`src/rtl/coh_dir_pkg.sv`:
```
package coh_dir_pkg;
    typedef enum logic [1:0] {
        OP_READ  = 2'd0,
        OP_DATA  = 2'd1,
        OP_ERASE = 2'd2,
        OP_EXCL  = 2'd3
    } op_e;

    typedef enum logic [2:0] {
        ST_I = 3'd0,
        ST_E = 3'd1,
        ST_S = 3'd2,
        ST_R = 3'd3,
        ST_W = 3'd4,
        ST_A = 3'd5
    } st_e;
endpackage

```
`src/rtl/dir_fifo.sv`:
```
module dir_fifo #(
    parameter int W     = 10,
    parameter int DEPTH = 4
) (
    input  logic         clk,
    input  logic         rst_n,
    input  logic         push,
    input  logic [W-1:0] din,
    input  logic         pop,
    output logic [W-1:0] dout,
    output logic         not_empty,
    output logic         full
);
    localparam int PW = (DEPTH > 1) ? $clog2(DEPTH) : 1;
    localparam int CW = $clog2(DEPTH + 1);

    logic [W-1:0]  mem [DEPTH];
    logic [PW-1:0] rd_ptr, wr_ptr;
    logic [CW-1:0] cnt;

    function automatic logic [PW-1:0] bump(input logic [PW-1:0] p);
        return (p == PW'(DEPTH - 1)) ? '0 : p + 1'b1;
    endfunction

    assign dout      = mem[rd_ptr];
    assign not_empty = (cnt != '0);
    assign full      = (cnt == CW'(DEPTH));

    always_ff @(posedge clk) begin
        if (!rst_n) begin
            rd_ptr <= '0;
            wr_ptr <= '0;
            cnt    <= '0;
        end else begin
            if (push) begin
                mem[wr_ptr] <= din;
                wr_ptr      <= bump(wr_ptr);
            end
            if (pop) rd_ptr <= bump(rd_ptr);
            cnt <= cnt + CW'(push) - CW'(pop);
        end
    end

    AST_NO_OVERFLOW: assert property (@(posedge clk) disable iff (!rst_n)
        push |-> (cnt < CW'(DEPTH)));
    AST_NO_UNDERFLOW: assert property (@(posedge clk) disable iff (!rst_n)
        pop |-> (cnt != '0));
endmodule

```
`src/rtl/dir_table.sv`:
```
module dir_table
    import coh_dir_pkg::*;
#(
    parameter int IDXW = 4,
    parameter int TAGW = 4
) (
    input  logic            clk,
    input  logic            rst_n,
    input  logic [IDXW-1:0] rd_idx,
    input  logic [TAGW-1:0] rd_tag,
    output st_e             rd_state,
    input  logic            wr_en,
    input  logic [IDXW-1:0] wr_idx,
    input  logic [TAGW-1:0] wr_tag,
    input  st_e             wr_state
);
    localparam int ENTRIES = 1 << IDXW;

    st_e             st_q  [ENTRIES];
    logic [TAGW-1:0] tag_q [ENTRIES];

    assign rd_state = (tag_q[rd_idx] == rd_tag) ? st_q[rd_idx] : ST_I;

    always_ff @(posedge clk) begin
        if (!rst_n) begin
            for (int k = 0; k < ENTRIES; k++) begin
                st_q[k]  <= ST_I;
                tag_q[k] <= '0;
            end
        end else if (wr_en) begin
            st_q[wr_idx]  <= wr_state;
            tag_q[wr_idx] <= wr_tag;
        end
    end
endmodule

```
`src/rtl/dir_fsm.sv`:
```
module dir_fsm
    import coh_dir_pkg::*;
(
    input  st_e  cur,
    input  op_e  op,
    input  logic from_above,
    output st_e  nxt,
    output logic emit_up,
    output logic emit_dn,
    output op_e  out_op,
    output logic upd
);
    always_comb begin
        nxt     = cur;
        emit_up = 1'b0;
        emit_dn = 1'b0;
        out_op  = op;
        if (!from_above) begin
            unique case (op)
                OP_READ: if (cur == ST_I) begin
                    nxt = ST_R; emit_up = 1'b1;
                end
                OP_DATA: if (cur == ST_A) begin
                    nxt = ST_S; emit_up = 1'b1;
                end
                OP_ERASE: begin
                    if (cur == ST_E) begin
                        emit_dn = 1'b1; out_op = OP_EXCL;
                    end else if (cur == ST_S || cur == ST_I) begin
                        nxt = ST_W; emit_up = 1'b1;
                    end
                end
                OP_EXCL: ;
            endcase
        end else begin
            unique case (op)
                OP_READ: if (cur == ST_E || cur == ST_S) begin
                    nxt = ST_A; emit_dn = 1'b1;
                end
                OP_DATA: if (cur == ST_R) begin
                    nxt = ST_S; emit_dn = 1'b1;
                end
                OP_ERASE: if (cur == ST_E || cur == ST_S || cur == ST_W) begin
                    nxt = ST_I; emit_dn = 1'b1;
                end
                OP_EXCL: if (cur == ST_W) begin
                    nxt = ST_E; emit_dn = 1'b1;
                end
            endcase
        end
        upd = (nxt != cur);
    end
endmodule

```
`src/rtl/coh_dir_ctrl.sv`:
```
module coh_dir_ctrl
    import coh_dir_pkg::*;
#(
    parameter int AW    = 8,
    parameter int IDXW  = 4,
    parameter int QDEPTH = 4
) (
    input  logic          clk,
    input  logic          rst_n,
    input  logic          lo_valid,
    input  logic [1:0]    lo_op,
    input  logic [AW-1:0] lo_addr,
    output logic          lo_ready,
    input  logic          up_valid,
    input  logic [1:0]    up_op,
    input  logic [AW-1:0] up_addr,
    output logic          up_ready,
    output logic          oa_valid,
    output logic [1:0]    oa_op,
    output logic [AW-1:0] oa_addr,
    input  logic          oa_ready,
    output logic          ob_valid,
    output logic [1:0]    ob_op,
    output logic [AW-1:0] ob_addr,
    input  logic          ob_ready
);
    localparam int TAGW = AW - IDXW;
    localparam int TW   = AW + 2;

    logic          ib_nempty, ib_full, oa_full, ob_full;
    logic [TW-1:0] ib_dout, oa_dout, ob_dout, out_word;
    logic          proc_up, proc_lo, fire;
    logic [AW-1:0] sel_addr;
    op_e           sel_op, out_op;
    st_e           cur_st, nxt_st;
    logic          emit_up, emit_dn, upd;
    logic          oa_push, ob_push;

    assign lo_ready = !ib_full;
    assign up_ready = !ob_full;

    dir_fifo #(.W(TW), .DEPTH(QDEPTH)) u_ib (
        .clk(clk), .rst_n(rst_n),
        .push(lo_valid && !ib_full), .din({lo_op, lo_addr}),
        .pop(proc_lo), .dout(ib_dout),
        .not_empty(ib_nempty), .full(ib_full)
    );

    assign proc_up  = up_valid && !ob_full;
    assign proc_lo  = !proc_up && ib_nempty && !oa_full && !ob_full;
    assign fire     = proc_up || proc_lo;
    assign sel_addr = proc_up ? up_addr : ib_dout[AW-1:0];
    assign sel_op   = op_e'(proc_up ? up_op : ib_dout[TW-1:AW]);

    dir_table #(.IDXW(IDXW), .TAGW(TAGW)) u_tbl (
        .clk(clk), .rst_n(rst_n),
        .rd_idx(sel_addr[IDXW-1:0]), .rd_tag(sel_addr[AW-1:IDXW]),
        .rd_state(cur_st),
        .wr_en(fire && upd),
        .wr_idx(sel_addr[IDXW-1:0]), .wr_tag(sel_addr[AW-1:IDXW]),
        .wr_state(nxt_st)
    );

    dir_fsm u_fsm (
        .cur(cur_st), .op(sel_op), .from_above(proc_up),
        .nxt(nxt_st), .emit_up(emit_up), .emit_dn(emit_dn),
        .out_op(out_op), .upd(upd)
    );

    assign out_word = {out_op, sel_addr};
    assign oa_push  = proc_lo && emit_up;
    assign ob_push  = fire && emit_dn;

    dir_fifo #(.W(TW), .DEPTH(QDEPTH)) u_oa (
        .clk(clk), .rst_n(rst_n),
        .push(oa_push), .din(out_word),
        .pop(oa_valid && oa_ready), .dout(oa_dout),
        .not_empty(oa_valid), .full(oa_full)
    );

    dir_fifo #(.W(TW), .DEPTH(QDEPTH)) u_ob (
        .clk(clk), .rst_n(rst_n),
        .push(ob_push), .din(out_word),
        .pop(ob_valid && ob_ready), .dout(ob_dout),
        .not_empty(ob_valid), .full(ob_full)
    );

    assign oa_op   = oa_dout[TW-1:AW];
    assign oa_addr = oa_dout[AW-1:0];
    assign ob_op   = ob_dout[TW-1:AW];
    assign ob_addr = ob_dout[AW-1:0];

    AST_READ_UP_FROM_I: assert property (@(posedge clk) disable iff (!rst_n)
        (proc_lo && sel_op == OP_READ && cur_st == ST_I)
        |-> (oa_push && out_op == OP_READ));
    AST_EXCL_RELEASE: assert property (@(posedge clk) disable iff (!rst_n)
        (proc_up && sel_op == OP_EXCL && cur_st == ST_W)
        |-> (ob_push && out_op == OP_EXCL));
    AST_ERASE_FROM_ABOVE: assert property (@(posedge clk) disable iff (!rst_n)
        (proc_up && sel_op == OP_ERASE &&
         (cur_st == ST_E || cur_st == ST_S || cur_st == ST_W))
        |-> ob_push);
    AST_COMBINE_SILENT: assert property (@(posedge clk) disable iff (!rst_n)
        (fire && sel_op == OP_READ && (cur_st == ST_R || cur_st == ST_A))
        |-> (!oa_push && !ob_push));
    AST_ONE_LOOKUP: assert property (@(posedge clk) disable iff (!rst_n)
        $onehot0({proc_up, proc_lo}));
endmodule

```
`config.mk`:
```
export PLATFORM = sky130hd
export DESIGN_NAME = coh_dir_ctrl
export DESIGN_NICKNAME = d
export VERILOG_FILES = /design/src/rtl/coh_dir_pkg.sv /design/src/rtl/dir_fifo.sv /design/src/rtl/dir_table.sv /design/src/rtl/dir_fsm.sv /design/src/rtl/coh_dir_ctrl.sv
export SDC_FILE = /design/constraint.sdc
export NUM_CORES = 1
export LEC_CHECK = 0
export ABC_CLOCK_PERIOD_IN_PS = 8300
export BUFFER_PORTS_ARGS = -buffer_cell sky130_fd_sc_hd__buf_2
export CORE_MARGIN = 2
export CORE_UTILIZATION = 55
export DETAILED_ROUTE_END_ITERATION = 8
export GPL_TIMING_DRIVEN = 1
export PLACE_DENSITY_LB_ADDON = 0.05
export SLEW_MARGIN = 20
export SYNTH_ARGS = -nofsm -noshare
export SYNTH_HDL_FRONTEND = slang
export SYNTH_SLANG_ARGS = --single-unit
```
`constraint.sdc`:
```
create_clock -name clk -period 8.3 [get_ports clk]
set_input_delay 0.83 -clock clk [delete_from_list [all_inputs] [get_ports clk]]
set_output_delay 0.83 -clock clk [all_outputs]
set_load 0.02 [all_outputs]
```
======== Word-level counts from Yosys, hierarchy flattened ========
Memory sizes are Yosys's and may differ from the RTL's. A register that Yosys moved wholly into a read port is not among the register bits.
Cells that the tools add are included.
storage, ports and cells
  logic and storage cells ................. 132
  bits in registers ....................... 21
  memories ................................ 5
  output and inout port bits .............. 24
  RAM bits ................................ 232
cells by class
  equal/unequal tests ..................... 19
  $add $sub $neg .......................... 12
  muxes and demuxes ....................... 62
  reduce and logical (&&, ||, !) cells .... 25
memory list
  name         words  bits a word  read ports  clocked after Yosys merged registers in  write ports  line             RTL
  u_tbl.tag_q  16     4            1           0                                        16           dir_table.sv:20  logic [TAGW-1:0] tag_q [ENTRIES];
  u_tbl.st_q   16     3            1           0                                        16           dir_table.sv:19  st_e st_q [ENTRIES];
  u_ib.mem     4      10           1           1                                        1            dir_fifo.sv:17   logic [W-1:0] mem [DEPTH];
  u_oa.mem     4      10           1           1                                        1            dir_fifo.sv:17
  u_ob.mem     4      10           1           1                                        1            dir_fifo.sv:17
operator list
  operator                                                                count
  3-bit two-way mux                                                       11
  2-bit two-way mux                                                       16
  1-bit two-way mux                                                       27
  2-bit equality test (second input constant)                             8
  3-bit equality test (second input constant)                             5
  2-bit by 1-bit adder with 2-bit output (second input constant)          6
  4-bit two-way mux                                                       3
  3-bit one-hot mux with 4 select lines                                   1
  1-bit logical AND                                                       10
  3-bit by 1-bit adder with 3-bit output                                  3
  3-bit one-hot mux with 3 select lines                                   1
  3-bit nonzero test                                                      3
  3-bit by 1-bit subtractor with 3-bit output                             3
  8-bit two-way mux                                                       1
  3-bit by 2-bit equality test with 1-bit output (second input constant)  2
  4-bit equality test                                                     1
  1-bit logical NOT                                                       4
  1-bit logical OR                                                        4
  1-bit one-hot mux with 4 select lines                                   1
  4-bit OR reduction                                                      1
  3-bit by 1-bit equality test with 1-bit output (second input constant)  1
  3-bit logical NOT                                                       1
  3-bit inequality test                                                   1
  1-bit one-hot mux with 3 select lines                                   1
  3 further kinds                                                         3

======== Longest topological paths before layout ========
Gate-level depths: netlist of the first run.
An unclocked memory read counts as a cell.
  depth in word-level cells ............... 20
  depth in mapped cells ................... 19
  depth with buffers taken out ............ 16

======== Modules after synthesis ========
From an unflattened synthesis of the first run, not the netlist that was laid out.
unflattened totals
  cell total of the unflattened synthesis .. 727
  area total of the unflattened synthesis .. 11626.2 µm²
by module, submodules not included
  module        times used  area each (µm²)  cells each
  dir_fifo      3           1901.8           96
  dir_table     1           5311.3           355
  dir_fsm       1           354.1            58
  coh_dir_ctrl  1           255.2            26

======== Worst setup path after synthesis of the first run ========
Ideal clock, no wire load.
  path kind ............................... input to register
  start ................................... input up_addr[0]
  end ..................................... memory u_tbl.st_q[5][0] in the netlist's numbering (enable)
  stages on the path ...................... 15
  data required time ...................... 7.917 ns
  library setup time ...................... 0.383 ns
  data arrival time ....................... 4.469 ns
  path slack .............................. 3.448 ns
  cells stage by stage .................... buf_2 buf_2 buf_2 nand2_1 mux2i_4 nand2_1 o2111a_1 or2_1 buf_2 or4_1 a311oi_1 o21a_2 nor2_4 buf_6 o31ai_1
RTL lines
  item         line                RTL
  from (decl)  coh_dir_ctrl.sv:16  input logic [AW-1:0] up_addr,
  to (decl)    dir_table.sv:19

==> results of run 1 <==
[worst min-delay path, delay by kind of cell (launching register included)]
family / cells / cell delay (ns)
AOI/OAI and AO/OA: 1 / 0.06
DFF: 1 / 0.34
and+or+nand+nor: 1 / 0.06
[path summary, 6_finish.rpt]
check                                   start                        endpoint  slack [ns]
hold / removal    u_ob.wr_ptr[1]$_SDFFE_PN0N_     u_ob.wr_ptr[1]$_SDFFE_PN0N_        0.50
setup / recovery                     register  u_tbl.st_q[0][0]$_SDFFCE_PN0P_        1.74
setup reg to reg                     register  u_tbl.st_q[0][0]$_SDFFCE_PN0P_        1.74
hold reg to reg   u_ob.wr_ptr[1]$_SDFFE_PN0N_     u_ob.wr_ptr[1]$_SDFFE_PN0N_        0.50
[area by class of cell]
class	count	area, µm²	area share (%)
Clock buffer	35	725.7	5.274
Clock inverter	13	93.84	0.6820
Inverter	30	117.6	0.8548
Multi-Input combinational cell	556	4638	33.71
Sequential cell	259	7507	54.56
Tap cell	285	356.6	2.592
Timing Repair Buffer	59	320.3	2.328
[layer usage]
layer  track usage (%)  vias to the layer above  routed length, µm
li1                  -                     3602                  -
met1             36.44                     4033              12480
met2             44.21                      427              15510
met3             4.150                       81               2468
met4             8.201                        0                885
met5                 0                        -                  0
[per-stage QoR]
| stage | cell area [µm²] | setup WS, ns | power, mW | hold slack, ns |
|---|---|---|---|---|
| 2_1_floorplan | 12540 | 3.448 | 2.611 | 0.4667 |
| 3_3_place_gp | 12930 | 2.101 | 2.946 | 0.4774 |
| 3_5_place_dp | 12930 | 1.802 | 2.976 | 0.4978 |
| 4_1_cts | 13750 | 1.819 | 4.099 | 0.4949 |
| 5_1_grt | 13760 | 1.312 | 4.273 | 0.5010 |
| 6_report | 13760 | 1.744 | 4.090 | 0.5019 |
[cells in the final DEF (no fill, tap or decap), drive strengths merged, types with 20 or more instances in the layout]
master	n
edfxtp	232
nor3	100
nand2	81
mux4	64
buf	59
clkbuf	35
inv	29
mux2i	28
dfxtp	27
nor2	24
nand3	21
ha	21
o21ai	20
[cell families (layout without fill, tap and decap cells)]
logic type	after synthesis	in the layout	synth area share [%]
and+or+nand+nor	314	314	12.70
DFF	259	259	59.88
AOI/OAI and AO/OA	117	117	7.106
muxes	92	92	13.83
buffers and inverters	90	137	3.273
adders and majority gates	24	24	2.575
xor gates and xnor gates	9	9	0.6288
[where the power goes]
group	switching [mW]	internal, mW
clock	0.480	0.644
sequential	0.0773	1.55
combinational	0.887	0.449
total	1.44	2.65
[flip-flops by register name (all words and copies together), names as in the netlist, named ones only]
name,flops
u_ib.wr_ptr,2
u_ib.mem,40
u_ib.rd_ptr,2
u_ob.cnt,3
u_oa.mem,40
u_tbl.tag_q,64
u_oa.rd_ptr,2
u_ob.wr_ptr,2
u_ib.cnt,3
u_oa.wr_ptr,2
u_tbl.st_q,48
u_ob.mem,40
u_ob.rd_ptr,2
u_oa.cnt,3
==> reports/qor.csv, run 1 <==
metric,value,unit
finalSetupViolations,0,
numClockSinks,259,
r2r.worst_path.cells,12,
synth_top_area_share,55.57,%
grt_pass1_vias,8022,
num_antenna_cells,0,
synth_area_leaders,"edfxtp_1, mux4_2, dfxtp_1",
cp_top_family,compound AO/OA/AOI/OAI gates,
slew_violations,0,
p_leak,4.665,nW
cts_hold_buffers,0,
required,8.44,ns
critPathArrivalTime,6.70,ns
drtPass1Iterations,5,
drive_gt1_share,19.75,%
avgSynthCellArea,13.85,µm²
cp_slowest_cell,o31ai_1,
rsz0062_at_grt,false,
synth_cell_types,72,
initial_utilization,55.71,%
wirelength,31340,µm
critPathLaunchType,register,
wl_per_cell,25.33,µm
period_needed,6.556,ns
die_area,24020,µm²
worst_slew_pin_slew,1.113,ns
ant_nets,0,
post_cts_buffers,0,
cts.clk_slew.worst_paths,0.06,ns
layout.nets,983,
die_w,155.0,µm
yosysWarnings,0,
root_buffer,clkbuf_16,
fillCellCount,1744,
final_util,61.15,%
synth_edf_count,232,
skew,0.01551,ns
drt-initial-drc-count,944,
synth_most_common_cell,edfxtp_1,
synth_top_area_cell,edfxtp_1,
drc,0,
cts_tree,done,
synth_cells,905,
synth_fp_nets,955,
critPathMaxStageDelay,0.97,ns
crit_cells,12,
clock_latency,0.53,ns
fp-row-count,55,
instances_no_fill,1237,
path_cells,mux4_2 > a21boi_1 > o21ai_0 > a21o_1 > a311o_1 > or2_2 > xnor2_1 > a32o_1 > a311o_2 > nor2_4 > buf_4 > o31ai_1,
overflow,0,
ys.flop_type,edfxtp_1,
crit_fanout,80,
endpoint_kind,register,
place_inst,1189,
crit_type,register to register,
synth_commonest_cells,"edfxtp_1, nor3_1, nand2_1",
htreeDepth,1,
grt_max_degree,81,
viasPerCell,6.583,
grt_pass1_wl,48320,µm
status,finished clean,
numCtsBuffers,27,
netlist_area,12540,µm²
hold_violations,0,
ys_seq_area_share,59.88,%
antenna_found_initial,0,
synth-async-reset-ratio,0,%
cts_resized,0,
hp-class,register to register,
area_delta_synth_final,9.750,%
cp_num_buf_inv,1,
cts_buffer_depth,3,
grtUsageTotal,26.53,%
tns,0,ns
post-route-period-util,78.99,%
die_y,155.0,µm
drv_cap,0,
gp_congestion,0.9051,
max_slew_margin,25.78,%
vdd_drop_max,189.7,µV
hpwl,21070,µm
numPortBuffers,49,
io_pins,50,
core,22500,µm²
vias,8143,
ys_ff_latch,259,
hold_depth,2,
max_freq,0.1525,GHz
pwr_density_cell,297.2,nW/µm²
Note: power is estimated with default switching activity, not from simulation.
==> run 2, diff against run 1 <==
ABC_CLOCK_PERIOD_IN_PS = 6300   (was 8300)
clock period = 6.3 ns   (was 8.3 ns; I/O delays follow)
==> reports/qor.csv, run 2 (synthesis gave the netlist of run 1 again) <==
metric,value,unit,change
critPathLaunchType,register,,
slew_violations,0,,unchanged
rsz0062_at_grt,false,,
crit_fanout,49,,-39%
ant_nets,0,,unchanged
grt_pass1_wl,48980,µm,+1.4%
root_buffer,clkbuf_16,,
wl_per_cell,25.48,µm,+0.56%
p_leak,4.791,nW,+2.7%
hpwl,22010,µm,+4.5%
numCtsBuffers,27,,unchanged
area_delta_synth_final,11.56,%,
vdd_drop_max,246.5,µV,+30%
viasPerCell,6.589,,about the same
max_freq,0.1824,GHz,+20%
die_y,155.0,µm,unchanged
final_util,62.15,%,+1.0 points
skew,0.01525,ns,-0.0002542 ns
layout.nets,1000,,+1.7%
drv_cap,0,,unchanged
post-route-period-util,87.01,%,+8.0 points
hp-class,input port to register,,
drive_gt1_share,21.34,%,+1.6 points
numClockSinks,259,,unchanged
overflow,0,,unchanged
die_area,24020,µm²,unchanged
die_w,155.0,µm,unchanged
vias,8282,,+1.7%
cts_hold_buffers,0,,unchanged
cts_buffer_depth,3,,unchanged
max_slew_margin,29.15,%,+3.4 points
drc,0,,unchanged
post_cts_buffers,0,,unchanged
cts_tree,done,,
core,22500,µm²,unchanged
worst_slew_pin_slew,1.059,ns,-0.05449 ns
pwr_density_cell,401.0,nW/µm²,+35%
gp_congestion,1.039,,+15%
critPathArrivalTime,5.62,ns,-1.08 ns
pwr-share-seq,38.3,%,-1.5 points
period_needed,5.481,ns,-1.075 ns
htreeDepth,1,,unchanged
clock_latency,0.53,ns,about the same
biggestRegsByFlops,"u_tbl.tag_q x64, u_tbl.st_q x48",,
largest_register,u_tbl.tag_q,,
layout_commonest_cell,edfxtp_1,,
grt_max_degree,56,,-31%
comb_power_share,33.0,%,+0.3 points
antenna_found_initial,3,,+3
drtPass1Iterations,8,,+3
grtUsageTotal,27.01,%,+0.48 points
required,6.44,ns,-2.00 ns
internal-power,3.671,mW,+39%
layout_common_cells,"edfxtp_1, nor3_1, nand2_1, mux4_2, buf_2",,
grt_pass1_vias,8162,,+1.7%
cts.clk_slew.worst_paths,0.06,ns,about the same
drt-initial-drc-count,863,,-8.6%
hold_violations,0,,unchanged
status,finished clean,,
largest_reg_flops,64,,unchanged
cts_resized,0,,unchanged
endpoint_kind,register,,
fin_hold_ws,0.3276,ns,-0.1743 ns
fp-row-count,55,,unchanged
p_switching,1.938,mW,+34%
crit_type,register to register,,
initial_utilization,55.71,%,unchanged
power.share.clock,28.7,%,+1.2 points
io_pins,50,,unchanged
tns,0,ns,unchanged
p_sw_share,34.55,%,-0.77 points
wirelength,32020,µm,+2.2%
totalPowerFinal,5.609,mW,+37%
numPortBuffers,49,,unchanged
finalSetupViolations,0,,unchanged
## run 2: worst paths after layout
path,startpoint,end,slack [ns],cells after the start
min reg2reg,u_oa.wr_ptr[1]$_SDFFE_PN0N_,u_oa.wr_ptr[1]$_SDFFE_PN0N_,0.51,2
max,u_ob.cnt[1]$_SDFF_PN0_,u_tbl.st_q[12][0]$_SDFFCE_PN0P_,0.82,14
min,lo_addr[3],u_ib.mem[2][3]$_DFFE_PP_,0.33,1
max reg2reg,u_ob.cnt[1]$_SDFF_PN0_,u_tbl.st_q[12][0]$_SDFFCE_PN0P_,0.82,14
## run 2: area by class of cell
class | count | area, µm²
fill | 1709 | 8517
sequential | 259 | 7507
multi-input combinational | 556 | 4633
clock buffer | 34 | 721.9
timing repair buffer | 76 | 460.4
tap | 285 | 356.6
clock inverter | 15 | 183.9
inverter | 30 | 117.6
antenna | 2 | 5.005
## run 2: per-layer routing
| layer | vias up | wire length [µm] | GRT usage (%) |
|---|---|---|---|
| li1 | 3639 | - | - |
| met2 | 430 | 16140 | 46.22 |
| met4 | 0 | 992 | 9.215 |
| met1 | 4132 | 12490 | 36.02 |
| met5 | - | 0 | 0 |
| met3 | 81 | 2409 | 3.565 |
## run 2: critical path: stages (launching register included)
cell	delay, ns
dfxtp_1	0.35
nor3b_2	0.37
inv_2	0.20
nand2_1	0.51
mux2i_1	0.27
buf_4	0.27
a21boi_0	0.46
a32o_1	0.38
nor2_2	0.13
or4_1	0.50
a311oi_1	0.27
o21a_2	0.22
nor2_4	0.06
buf_12	0.16
o31ai_1	0.89
## run 2: metrics by stage
step	worst slack [ns]	instance area (µm²)	instances
after detailed placement	0.8983	13080	1206
after CTS	0.9225	13980	1255
after global routing	0.5773	13990	1257
after floorplan	1.648	12540	905
after global placement	1.073	13080	1206
final	0.8185	13990	1257
## run 2: power by group through the flow
stage	clock, mW	sequential, mW	combinational (mW)
floorplan	0	2.12	1.32
global placement	0	2.17	1.77
detailed placement	0	2.18	1.82
CTS	1.63	2.15	1.83
global route	1.70	2.16	1.98
finish	1.61	2.15	1.85
==> run 3, diff against run 2 <==
ABC_AREA = 1   (was unset)
==> reports/qor.csv, run 3 <==
metric,value,unit,change
status,finished clean,,
htreeDepth,1,,unchanged
max_freq,0.1820,GHz,-0.24%
clock_latency,0.53,ns,about the same
post-route-period-util,87.22,%,+0.21 points
p_leak,5.688,nW,+19%
post_cts_buffers,0,,unchanged
dp_slack,0.8516,ns,-0.04669 ns
largest_register,u_tbl.tag_q,,
synth_most_common_cell,nand2_1,,
root_buffer,clkbuf_16,,
numClockSinks,259,,unchanged
place_inst,1511,,+25%
critPathLaunchType,register,,
overflow,0,,unchanged
seqCellArea,7507,µm²,unchanged
vias,8574,,+3.5%
synth_cells,1210,,+34%
pwr_density_cell,490.8,nW/µm²,+22%
largest_reg_flops,64,,unchanged
cp_top_family,simple AND/OR/NAND/NOR gates,,
grt_pass1_wl,45180,µm,-7.7%
initial_utilization,55.94,%,+0.22 points
worst_slew_pin_slew,1.070,ns,+0.01150 ns
cp_slowest_cell,dfxtp_1,,
period_needed,5.495,ns,+0.01321 ns
drtPass1Iterations,6,,-2
rsz0062_at_grt,false,,
fillCellCount,1839,,+7.6%
crit_top_cell,nand2_1,,
required,6.50,ns,+0.06 ns
hp-class,input port to register,,
cp_num_buf_inv,3,,unchanged
layout_commonest_cell,nand2_1,,
viasPerCell,5.493,,-17%
totalPowerFinal,6.678,mW,+19%
ant_nets,0,,unchanged
wl_per_cell,18.06,µm,-29%
grtUsageTotal,24.51,%,-2.5 points
max_slew_margin,28.50,%,-0.66 points
hpwl,18050,µm,-18%
finalSetupViolations,0,,unchanged
instances_no_fill,1561,,+24%
core,21760,µm²,-3.3%
cts_buffer_depth,3,,unchanged
grt_pass1_vias,8499,,+4.1%
wirelength,28190,µm,-12%
netlist_area,12170,µm²,-2.9%
synth_cell_types,41,,-43%
vdd_drop_max,314.4,µV,+28%
layout.nets,1310,,+31%
ys_ff_latch,259,,unchanged
drt-initial-drc-count,671,,-22%
numPortBuffers,49,,unchanged
grt_max_degree,46,,-18%
endpoint_kind,register,,
yosysWarnings,0,,unchanged
critPathMaxStageDelay,0.76,ns,-0.13 ns
multiInputGateArea,3923,µm²,-15%
io_pins,50,,unchanged
ys_seq_area_share,61.69,%,+1.8 points
synth_fp_nets,1260,,+32%
synth-async-reset-ratio,0,%,unchanged
fp-row-count,54,,-1.8%
critPathArrivalTime,5.70,ns,+0.08 ns
slew_violations,0,,unchanged
synth_commonest_cells,"nand2_1, edfxtp_1, nor2_1",,
drv_cap,0,,unchanged
fin_hold_ws,0.3071,ns,-0.02056 ns
hold_violations,0,,unchanged
cts_resized,0,,unchanged
crit_fanout,45,,-8.2%
layout_common_cells,"nand2_1, edfxtp_1, nor2_1, inv_1, o21ai_0",,
synth_top_area_cell,edfxtp_1,,
drc,0,,unchanged
die_area,23330,µm²,-2.9%
biggestRegsByFlops,"u_tbl.tag_q x64, u_tbl.st_q x48",,
cts_tree,done,,
crit_type,register to register,,
cts_hold_buffers,0,,unchanged
setup_slack,0.8053,ns,-0.01321 ns
avgSynthCellArea,10.06,µm²,-27%
cts.clk_slew.worst_paths,0.06,ns,about the same
die_w,152.7,µm,-1.4%
drive_gt1_share,12.50,%,-8.8 points
path_cells,inv_2 > nand2_1 > nand3_1 > nand3_2 > buf_4 > nand2_1 > buf_4 > nand2_2 > o22ai_1 > o21ai_0 > nand2_1 > nor2_2 > nand3_2 > nand2_1 > nor2_1 > nand2_1 > nand2_1 > o211ai_1 > nand2_1 > nand2_1 > nand2_1 > nand2_4 > nand4_1 > nand2_1,,
tns,0,ns,unchanged
area_delta_synth_final,11.79,%,
antenna_found_initial,0,,-3
synth_top_area_share,57.25,%,+1.7 points
gp_congestion,0.8327,,-20%
synth_edf_count,232,,unchanged
numCtsBuffers,27,,unchanged
skew,0.01363,ns,-0.001629 ns
ys.flop_type,edfxtp_1,,
die_y,152.7,µm,-1.4%
synth_area_leaders,"edfxtp_1, nand2_1, nor2_1",,
==> run 3: changes by cell type after synthesis, sizes merged, moves of 21 or more <==
cell and delta:
o22ai +21, nand2 +193, mux2i -28, nor3 -96, mux4 -64, inv +96
nand3 +22, nor2 +208, o21ai +72
==> run 3: kinds of logic (layout without fill, tap and decap cells) <==
family	count (synthesis)	in the layout	synth area share, %
compound gates	157	157	7.547
xor+xnor	3	3	0.2160
fa+ha+maj	24	24	2.653
buf+inv	176	246	6.169
flops	259	259	61.69
other cells	0	1	0
simple gates	591	591	21.73
==> run 3: path summary, 6_finish.rpt <==
kind	slack [ns]	start	cells after the start	end
worst max-delay path	0.81	register	24	u_tbl.st_q[14][2]$_SDFFCE_PN0P_
worst min-delay path	0.31	lo_addr[7]	1	u_ib.mem[3][7]$_DFFE_PP_
worst max register to register	0.81	register	24	u_tbl.st_q[14][2]$_SDFFCE_PN0P_
worst min register to register	0.51	u_oa.rd_ptr[1]$_SDFFE_PN0P_	2	register
==> run 3: metal layers <==
metal,vias up,wire length (µm),track usage [%]
met5,-,0,0
met4,0,654,6.702
met3,46,1591,3.100
met2,250,13810,42.24
met1,4110,12130,33.06
li1,4168,-,-
==> run 3: final cells by class <==
type,count,area share (%)
repair buffers,72,3.072
clock inverters,16,1.738
inverters,125,3.449
well taps,280,2.575
flip-flops and latches,259,55.18
clock buffers,33,5.132
diodes,1,0.01839
multi-input cells,775,28.83
==> run 3: per-stage QoR <==
stage	utilization [%]	cell area, µm²
final	62.53	13600
after global routing	62.52	13600
after CTS	62.52	13600
after detailed placement	58.22	12670
after global placement	58.22	12670
after floorplan	-	12170
==> run 3: power breakdown <==
group / switching, mW / internal [mW] / total [mW]
Sequential: 0.114 / 2.13 / 2.25
Combinational: 2.03 / 0.724 / 2.75
Clock: 0.645 / 1.03 / 1.68
